[config.mk]
export PLATFORM = sky130hd
export DESIGN_NAME = fault_qual_filter
export DESIGN_NICKNAME = d
export VERILOG_FILES = /design/src/rtl/fq_pkg.sv /design/src/rtl/ov_strobe_filter.sv /design/src/rtl/oc_warn_filter.sv /design/src/rtl/trip_latch.sv /design/src/rtl/fault_qual_filter.sv
export SDC_FILE = /design/constraint.sdc
export NUM_CORES = 1
export LEC_CHECK = 0
export BUFFER_PORTS_ARGS = -buffer_cell sky130_fd_sc_hd__buf_4
export CAP_MARGIN = 20
export CORE_MARGIN = 3
export CORE_UTILIZATION = 32
export DETAILED_ROUTE_END_ITERATION = 6
export GPL_TIMING_DRIVEN = 0
export PLACE_DENSITY = 0.55
export RECOVER_POWER = 25
export SETUP_SLACK_MARGIN = 0.1
export SLEW_MARGIN = 20
export SYNTH_ARGS = -nofsm -noshare
export SYNTH_HDL_FRONTEND = slang
export SYNTH_HIERARCHICAL = 1
export SYNTH_SLANG_ARGS = --single-unit
[constraint.sdc]
create_clock -name clk -period 1.9 [get_ports clk]
set_clock_uncertainty 0.2 [all_clocks]
set_input_delay 0.38 -clock clk [delete_from_list [all_inputs] [get_ports clk]]
set_output_delay 0.38 -clock clk [all_outputs]
set_load 0.05 [all_outputs]
[src/rtl/fq_pkg.sv]
package fq_pkg;
  typedef enum logic [1:0] {
    FC_NONE = 2'b00,
    FC_OV   = 2'b01,
    FC_OC   = 2'b10
  } fault_e;
endpackage

[src/rtl/ov_strobe_filter.sv]
module ov_strobe_filter #(
  parameter int STROBE_DLY = 500,
  parameter int SAMPLE_WIN = 8,
  parameter int OV_TRIP    = 4
) (
  input  logic clk,
  input  logic rst,
  input  logic clr,
  input  logic cycle_tick,
  input  logic gate_on,
  input  logic ov_cmp,
  output logic ov_trip
);
  localparam int WIN_END = STROBE_DLY + SAMPLE_WIN;
  localparam int TW      = $clog2(WIN_END + 1);
  localparam int CW      = $clog2(OV_TRIP + 1);

  logic [TW-1:0] off_tmr;
  logic [CW-1:0] hits;
  logic          hit_seen;
  logic          win_open;
  logic          sample;
  logic          hit_any;

  assign win_open = !gate_on && (off_tmr >= TW'(STROBE_DLY)) && (off_tmr < TW'(WIN_END));
  assign sample   = win_open && ov_cmp;
  assign hit_any  = hit_seen || sample;
  assign ov_trip  = cycle_tick && hit_any && (hits == CW'(OV_TRIP - 1));

  always_ff @(posedge clk) begin
    if (rst || clr) begin
      off_tmr  <= '0;
      hits     <= '0;
      hit_seen <= 1'b0;
    end else begin
      if (gate_on)
        off_tmr <= '0;
      else if (off_tmr != TW'(WIN_END))
        off_tmr <= off_tmr + 1'b1;

      if (cycle_tick) begin
        hit_seen <= 1'b0;
        if (hit_any) begin
          if (hits != CW'(OV_TRIP)) hits <= hits + 1'b1;
        end else begin
          hits <= '0;
        end
      end else begin
        hit_seen <= hit_any;
      end
    end
  end

  // a recorded hit always comes from a sample taken with the switch off
  p_hit_when_off_r2: assert property (@(posedge clk) disable iff (rst)
    $rose(hit_seen) |-> $past(!gate_on));

  // the count advances only at an oscillator tick, once per cycle
  p_count_on_tick_r3: assert property (@(posedge clk) disable iff (rst)
    (!$stable(hits) && hits != '0) |-> $past(cycle_tick));
endmodule

[src/rtl/oc_warn_filter.sv]
module oc_warn_filter #(
  parameter int OC_TRIP = 2
) (
  input  logic clk,
  input  logic rst,
  input  logic clr,
  input  logic cycle_tick,
  input  logic gate_on,
  input  logic oc_cmp,
  output logic oc_trip
);
  localparam int CW = (OC_TRIP > 2) ? $clog2(OC_TRIP) : 1;

  logic [CW-1:0] run;
  logic [CW-1:0] run_eff;
  logic          seen;
  logic          oc_now;

  assign oc_now = gate_on && oc_cmp;

  always_comb begin
    run_eff = run;
    if (cycle_tick) begin
      if (seen)
        run_eff = (run == CW'(OC_TRIP - 1)) ? run : run + 1'b1;
      else
        run_eff = '0;
    end
  end

  assign oc_trip = oc_now && (run_eff == CW'(OC_TRIP - 1));

  always_ff @(posedge clk) begin
    if (rst || clr) begin
      run  <= '0;
      seen <= 1'b0;
    end else begin
      run  <= run_eff;
      seen <= cycle_tick ? oc_now : (seen || oc_now);
    end
  end

  // no trip without an earlier overcurrent cycle in the run
  p_warn_first_r6: assert property (@(posedge clk) disable iff (rst)
    oc_trip |-> (run != '0 || (cycle_tick && seen)));
endmodule

[src/rtl/trip_latch.sv]
module trip_latch
  import fq_pkg::*;
(
  input  logic       clk,
  input  logic       rst,
  input  logic       uvlo,
  input  logic       ov_trip,
  input  logic       oc_trip,
  output logic       shut_req,
  output logic [1:0] fault_code
);
  fault_e code_q;

  always_ff @(posedge clk) begin
    if (rst || uvlo) begin
      shut_req <= 1'b0;
      code_q   <= FC_NONE;
    end else if (!shut_req) begin
      if (oc_trip) begin
        shut_req <= 1'b1;
        code_q   <= FC_OC;
      end else if (ov_trip) begin
        shut_req <= 1'b1;
        code_q   <= FC_OV;
      end
    end
  end

  assign fault_code = code_q;

  // latch holds until undervoltage
  p_latch_hold_r9: assert property (@(posedge clk) disable iff (rst)
    (shut_req && !uvlo) |=> shut_req);
  // undervoltage clears request and code
  p_uvlo_clear_r9: assert property (@(posedge clk) disable iff (rst)
    uvlo |=> (!shut_req && fault_code == FC_NONE));
  // code frozen while latched
  p_code_sticky_r11: assert property (@(posedge clk) disable iff (rst)
    (shut_req && !uvlo) |=> $stable(fault_code));
  // a latched request always carries a fault type
  p_code_valid_r5: assert property (@(posedge clk) disable iff (rst)
    shut_req |-> (fault_code == FC_OV || fault_code == FC_OC));
endmodule

[src/rtl/fault_qual_filter.sv]
module fault_qual_filter
  import fq_pkg::*;
#(
  parameter int STROBE_DLY = 500,
  parameter int SAMPLE_WIN = 8,
  parameter int OV_TRIP    = 4,
  parameter int OC_TRIP    = 2
) (
  input  logic       clk,
  input  logic       rst,
  input  logic       cycle_tick,
  input  logic       gate_on,
  input  logic       ov_cmp,
  input  logic       oc_cmp,
  input  logic       uvlo,
  output logic       shut_req,
  output logic [1:0] fault_code
);
  logic ov_trip;
  logic oc_trip;
  logic filt_clr;

  assign filt_clr = uvlo || shut_req;

  ov_strobe_filter #(
    .STROBE_DLY (STROBE_DLY),
    .SAMPLE_WIN (SAMPLE_WIN),
    .OV_TRIP    (OV_TRIP)
  ) u_ov (
    .clk        (clk),
    .rst        (rst),
    .clr        (filt_clr),
    .cycle_tick (cycle_tick),
    .gate_on    (gate_on),
    .ov_cmp     (ov_cmp),
    .ov_trip    (ov_trip)
  );

  oc_warn_filter #(
    .OC_TRIP (OC_TRIP)
  ) u_oc (
    .clk        (clk),
    .rst        (rst),
    .clr        (filt_clr),
    .cycle_tick (cycle_tick),
    .gate_on    (gate_on),
    .oc_cmp     (oc_cmp),
    .oc_trip    (oc_trip)
  );

  trip_latch u_latch (
    .clk        (clk),
    .rst        (rst),
    .uvlo       (uvlo),
    .ov_trip    (ov_trip),
    .oc_trip    (oc_trip),
    .shut_req   (shut_req),
    .fault_code (fault_code)
  );

  // outputs idle right after reset
  p_reset_idle_r1: assert property (@(posedge clk)
    $past(rst) |-> (!shut_req && fault_code == FC_NONE));
  // overvoltage trips only on an oscillator tick
  p_ov_on_tick_r5: assert property (@(posedge clk) disable iff (rst)
    ($rose(shut_req) && fault_code == FC_OV) |-> $past(cycle_tick));
  // overcurrent trip follows a live sample with the switch on
  p_oc_immediate_r8: assert property (@(posedge clk) disable iff (rst)
    ($rose(shut_req) && fault_code == FC_OC) |-> $past(gate_on && oc_cmp));
endmodule

# ---- Word level (Yosys, flattened, before mapping)
# Index checks and enable logic that the tools add are counted.
dict set report word_totals {
  regBits 18
  inputBits 7
  out_inout_bits 3
}
dict set report op_classes {
  addsub 3
  order_cmp 2
  eq_ne 4
  mux 11
  n_bitwise 1
  n_reduce_logical 18
}
# cell count
set op_table {}
lappend op_table {{9-bit by 1-bit adder with 9-bit output (second input constant)} 1}
lappend op_table {{9-bit >= comparator (second input constant)} 1}
lappend op_table {{9-bit < comparator (second input constant)} 1}
lappend op_table {{9-bit inequality test (second input constant)} 1}
lappend op_table {{1-bit logical AND} 7}
lappend op_table {{1-bit two-way mux} 7}
lappend op_table {{3-bit two-way mux} 2}
lappend op_table {{1-bit logical OR} 5}
lappend op_table {{2-bit two-way mux} 2}
lappend op_table {{2-bit AND reduction} 2}
lappend op_table {{2-bit OR reduction} 2}
lappend op_table {{3-bit by 1-bit adder with 3-bit output (second input constant)} 1}
lappend op_table {{3-bit by 2-bit == test with 1-bit output (second input constant)} 1}
lappend op_table {{3-bit inequality test (second input constant)} 1}
lappend op_table {{2-bit inequality test (second input constant)} 1}
lappend op_table {{2-bit nonzero test} 1}
lappend op_table {{1-bit adder (second input constant)} 1}
lappend op_table {{1-bit logical NOT} 1}
lappend op_table {{1-bit NOT} 1}

# ---- Longest topological paths before layout
dict set report depth {
  depth_word 10
  ltp_mapped 7
  ltp_nobuf 7
}

# ---- By module
# Netlist, hierarchy kept.
# module n_inst cells_each area_each_um2
set by_module_without_submodules {}
lappend by_module_without_submodules {ov_strobe_filter 1 81 701.9}
lappend by_module_without_submodules {trip_latch 1 11 111.4}
lappend by_module_without_submodules {oc_warn_filter 1 8 81.3}
lappend by_module_without_submodules {fault_qual_filter 1 1 6.3}

# ---- Worst setup path after synthesis
# OpenSTA, ideal clock, no wires.
dict set report synth_path {
  kind {register -> register}
  startpoint {reg u_latch.shut_req}
  endpoint {reg u_ov.off_tmr[2]}
  setup_ps 78
  t_arrival_ps 1507
  slack_ps 115
  stages_incl_launch_ff 5
  path_buffers 1
  period_less_slack_ps 1785
  cell_sequence {dfxtp_1 > or2_1 > or3_1 > clkbuf_1 > nor3_1}
}
dict set report synth_between {
  elab_chain_cells 3
}
# element line
set synth_lines {}
lappend synth_lines {{start: declaration} trip_latch.sv:9} ;# output logic shut_req,
lappend synth_lines {{start signal: assignment} trip_latch.sv:16} ;# shut_req <= 1'b0;
lappend synth_lines {{start signal: assignment} trip_latch.sv:20} ;# shut_req <= 1'b1;
lappend synth_lines {{start signal: assignment} trip_latch.sv:23} ;# shut_req <= 1'b1;
lappend synth_lines {{1-bit logical OR} fault_qual_filter.sv:23} ;# assign filt_clr = uvlo || shut_req;
lappend synth_lines {{net filt_clr} fault_qual_filter.sv:21} ;# logic filt_clr;
lappend synth_lines {{1-bit logical OR} ov_strobe_filter.sv:31} ;# if (rst || clr) begin
lappend synth_lines {{2-bit OR reduction (no source line)} --}
lappend synth_lines {{end signal: assignment} ov_strobe_filter.sv:39} ;# off_tmr <= off_tmr + 1'b1;
lappend synth_lines {{end: declaration} ov_strobe_filter.sv:18} ;# logic [TW-1:0] off_tmr;
# The timed path passes the listed nets, and every way through them passes these cells.
# A chain may end at the register's enable or synchronous reset.

# ---- Worst setup path after layout
# Ends and elaborated chain as after synthesis.

==> impl_metrics.sql <==
INSERT INTO impl_metrics (metric_group, metric, value, unit) VALUES
('clock_network', 'cts_tree', 'done', ''),
('logic_synthesis', 'synth_cells', '101', ''),
('global_routing', 'via_count_of_the_first_global_routing_pass', '684', ''),
('timing', 'timing.max_slew.rel_slack', '0.606', ''),
('worst_hold_path', 'worstHoldEndpoint', 'u_latch/fault_code[0]', ''),
('clock_network', 'clk_root_buffer_cell', 'sky130_fd_sc_hd__clkbuf_4', ''),
('routing', 'viasPerCell', '5.13', ''),
('global_routing', 'grt_antenna_before_repair', '0', ''),
('logic_synthesis', 'synth_edf_count', '0', ''),
('global_routing', 'globalRoute.totalOverflow', '0', ''),
('job', 'maxCapViolations', '0', ''),
('clock_network', 'post_cts_hold_buffer_count', '0', ''),
('worst_setup_path', 'required_worst_endpoint', '1.92', 'ns'),
('worst_setup_path', 'crit_path_end_kind', 'flop', ''),
('routing', 'route.detailed.wl_per_inst', '12.0', 'um'),
('floorplanning', 'die_height', '59.1', 'um'),
('worst_hold_path', 'hold_class', 'input port to flop', ''),
('place', 'placed_cells', '140', ''),
('finish', 'drive_above_1_share', '0.328', ''),
('finish', 'finish.instance_area', '0.00108', 'mm^2'),
('clock_network', 'tritoncts.num_buffers', '3', ''),
('logic_synthesis', 'ys.flop_type', 'sky130_fd_sc_hd__dfxtp_1', ''),
('logic_synthesis', 'synth_commonest_cells', '18 x sky130_fd_sc_hd__dfxtp_1, 10 x sky130_fd_sc_hd__nor2_1, 7 x sky130_fd_sc_hd__inv_1, 7 x sky130_fd_sc_hd__nor3_1', ''),
('logic_synthesis', 'ys_warn_count', '6', ''),
('clock_network', 'cts.clk_slew.worst_paths', '0.10', 'ns'),
('timing', 'maxClockFrequency', '579', 'MHz'),
('logic_synthesis', 'ys_seq_elements', '18', ''),
('logic_synthesis', 'syn_area', '901', 'um^2'),
('worst_hold_path', 'holdCritStartpoint', 'uvlo', ''),
('power_and_ir_drop', 'leakagePower', '0.000360', 'uW'),
('floorplanning', 'die-width', '59.1', 'um'),
('logic_synthesis', 'synth_fp_nets', '113', ''),
('clock_network', 'clock-sinks', '18', ''),
('routing', 'number_of_iterations_in_the_first_detailed_routing_pass', '4', ''),
('floorplanning', 'row_count', '18', ''),
('worst_setup_path', 'startpoint_type', 'flop', ''),
('timing', 'tightest_slew', '0.593', 'ns'),
('logic_synthesis', 'post_synth.cell_area_avg', '8.92', 'um^2'),
('timing', 'finalWorstPathRequiredPeriod', '1.73', 'ns'),
('timing', 'worst_slack', '0.174', 'ns'),
('worst_setup_path', 'worstPathArrival', '1.74', 'ns'),
('floorplanning', 'placeableCoreArea', '0.00257', 'mm^2'),
('clock_network', 'cts-root-to-sink-buffers', '2', ''),
('clock_network', 'worst_skew_pair.late_latency', '0.30', 'ns'),
('floorplanning', 'effective_utilization_at_floorplan', '0.351', ''),
('routing', 'drt_first_iter_violations', '19', ''),
('routing', 'routed-via-count', '749', ''),
('power_and_ir_drop', 'irDropWorstVdd', '0.460', 'mV'),
('logic_synthesis', 'post-synth-top-area-fraction', '0.400', ''),
('finish', 'antennaDiodeCount', '0', ''),
('logic_synthesis', 'netlist-cell-type-count', '33', ''),
('logic_synthesis', 'portion_of_the_post_synthesis_area_used_by_sequential_elements', '0.400', ''),
('logic_synthesis', 'asyncSetResetFlopFracSynth', '0', ''),
('outcome', 'status', 'complete, no violations', ''),
('finish', 'filler_cells', '262', ''),
('worst_setup_path', 'critical_path.reg2reg.startpoint', 'u_latch/shut_req', ''),
('place', 'globalplace.congestion', '0.772', ''),
('floorplanning', 'die_area', '0.00349', 'mm^2'),
('power_and_ir_drop', 'cellPowerDensity', '602', 'mW/mm^2'),
('timing', 'setup_viol', '0', ''),
('place', 'dpl.hpwl', '1.22', 'mm'),
('clock_network', 'htree_levels', '1', ''),
('floorplanning', 'pin_count', '10', ''),
('place', 'io_buffers', '9', ''),
('finish', 'fin_cells', '146', ''),
('timing', 'rsz0062_at_grt', 'true', ''),
('global_routing', 'grt_max_degree', '11', ''),
('global_routing', 'grt_util_all_layers', '0.110', ''),
('place', 'placedInstanceArea', '0.00101', 'mm^2'),
('timing', 'final_max_tran_viols', '0', ''),
('worst_hold_path', 'worst_hold_path.num_cells', '2', '');
-- how the worst max path moves through the flow --
stage	startpoint	cells after the start	slack [ns]	to
2_1_floorplan	u_latch/shut_req	4	0.12	u_ov/off_tmr[2]
4_1_cts	u_ov/off_tmr[5]	6	0.10	u_latch/fault_code[0]
3_3_place_gp	gate_on	7	-0.07	u_latch/fault_code[0]
6_report	u_latch/shut_req	4	0.17	u_ov/off_tmr[2]
5_1_grt	u_ov/off_tmr[6]	6	0.02	u_latch/fault_code[0]
3_5_place_dp	gate_on	7	-0.1	u_latch/fault_code[0]
-- critical path, cell delays in order (launching register included) --
cell and delay (ns):
sky130_fd_sc_hd__dfxtp_1 0.36, sky130_fd_sc_hd__or2_0 0.31, sky130_fd_sc_hd__or3_1 0.37, sky130_fd_sc_hd__clkbuf_2 0.20
sky130_fd_sc_hd__nor3_1 0.21
-- through the flow --
stage / TNS, ns / hold WS, ns / power, uW / utilization
floorplan: 0 / 0.245 / 404 / -
global placement: -0.0653 / 0.256 / 423 / 0.392
detailed placement: -0.0953 / 0.260 / 424 / 0.392
CTS: 0 / 0.0467 / 666 / 0.416
global route: 0 / 0.0452 / 683 / 0.422
finish: 0 / 0.0600 / 652 / 0.422
-- cell usage in the layout (no fill, tap or decap), types with 3 or more instances in the layout --
cell type | Yosys | routed
sky130_fd_sc_hd__buf_4 | 0 | 9
sky130_fd_sc_hd__dfxtp_1 | 18 | 9
sky130_fd_sc_hd__nor2_1 | 10 | 8
sky130_fd_sc_hd__dfxtp_2 | 0 | 8
sky130_fd_sc_hd__nor3_1 | 7 | 7
sky130_fd_sc_hd__inv_1 | 7 | 7
sky130_fd_sc_hd__a21oi_1 | 6 | 6
sky130_fd_sc_hd__nand2_1 | 6 | 6
sky130_fd_sc_hd__nand2b_1 | 4 | 4
sky130_fd_sc_hd__nand4_1 | 4 | 4
sky130_fd_sc_hd__ha_1 | 5 | 4
sky130_fd_sc_hd__clkbuf_4 | 0 | 3
sky130_fd_sc_hd__nand3_1 | 3 | 3
sky130_fd_sc_hd__xor2_1 | 3 | 3
-- final cells by class --
class	instances	area (um^2)	area share
tap	30	37.5	0.0346
sequential	18	374	0.345
inverter	7	26.3	0.0242
multi-input combinational	75	529	0.488
clock buffer	4	36.3	0.0335
buffer	1	5.00	0.00462
timing repair buffer	11	75.1	0.0693
-- what timing repair did --
action                                  4_1_cts  5_1_grt
resized for setup                             5       12
buffers inserted                              2        0
gates cloned                                  0        0
endpoints found under the hold margin         0        0
pin swaps                                     3        4
endpoints found under the setup margin        2        4
-- sequential cells by signal, summed over array words and instances (netlist names) --
| name | count |
|---|---|
| u_ov/off_tmr | 9 |
| u_ov/hits | 3 |
| u_latch/fault_code | 2 |
| u_latch/shut_req | 1 |
| u_oc/run | 1 |
| u_oc/seen | 1 |
| u_ov/hit_seen | 1 |
-- kinds of logic (layout without fill, tap and decap cells) --
kind of cell | after synthesis | in the layout | share of synthesized area
AOI/OAI and AO/OA | 17 | 17 | 0.147
xor gates and xnor gates | 5 | 5 | 0.0486
adders and majority gates | 5 | 5 | 0.0694
buffers and inverters | 8 | 23 | 0.0333
DFF | 18 | 18 | 0.400
muxes | 1 | 1 | 0.0111
and+or+nand+nor | 47 | 47 | 0.290
-- where the power goes --
part           leakage (uW)  internal (uW)  switching, uW  total (uW)
clock network     0.0000210            117            121         238
registers          0.000150            378           2.50         380
logic              0.000189           15.4           18.3        33.7
-- per-layer routing --
layer,vias to the layer above,global-route usage,share of wire,wire length (um)
met3,2,0.0392,0.039,68
met1,354,0.129,0.43,746
met2,9,0.180,0.53,921
met5,-,0,0,0
met4,0,0.0485,0.0080,14
li1,384,-,-,-
Power figures use the tool's default switching activity.
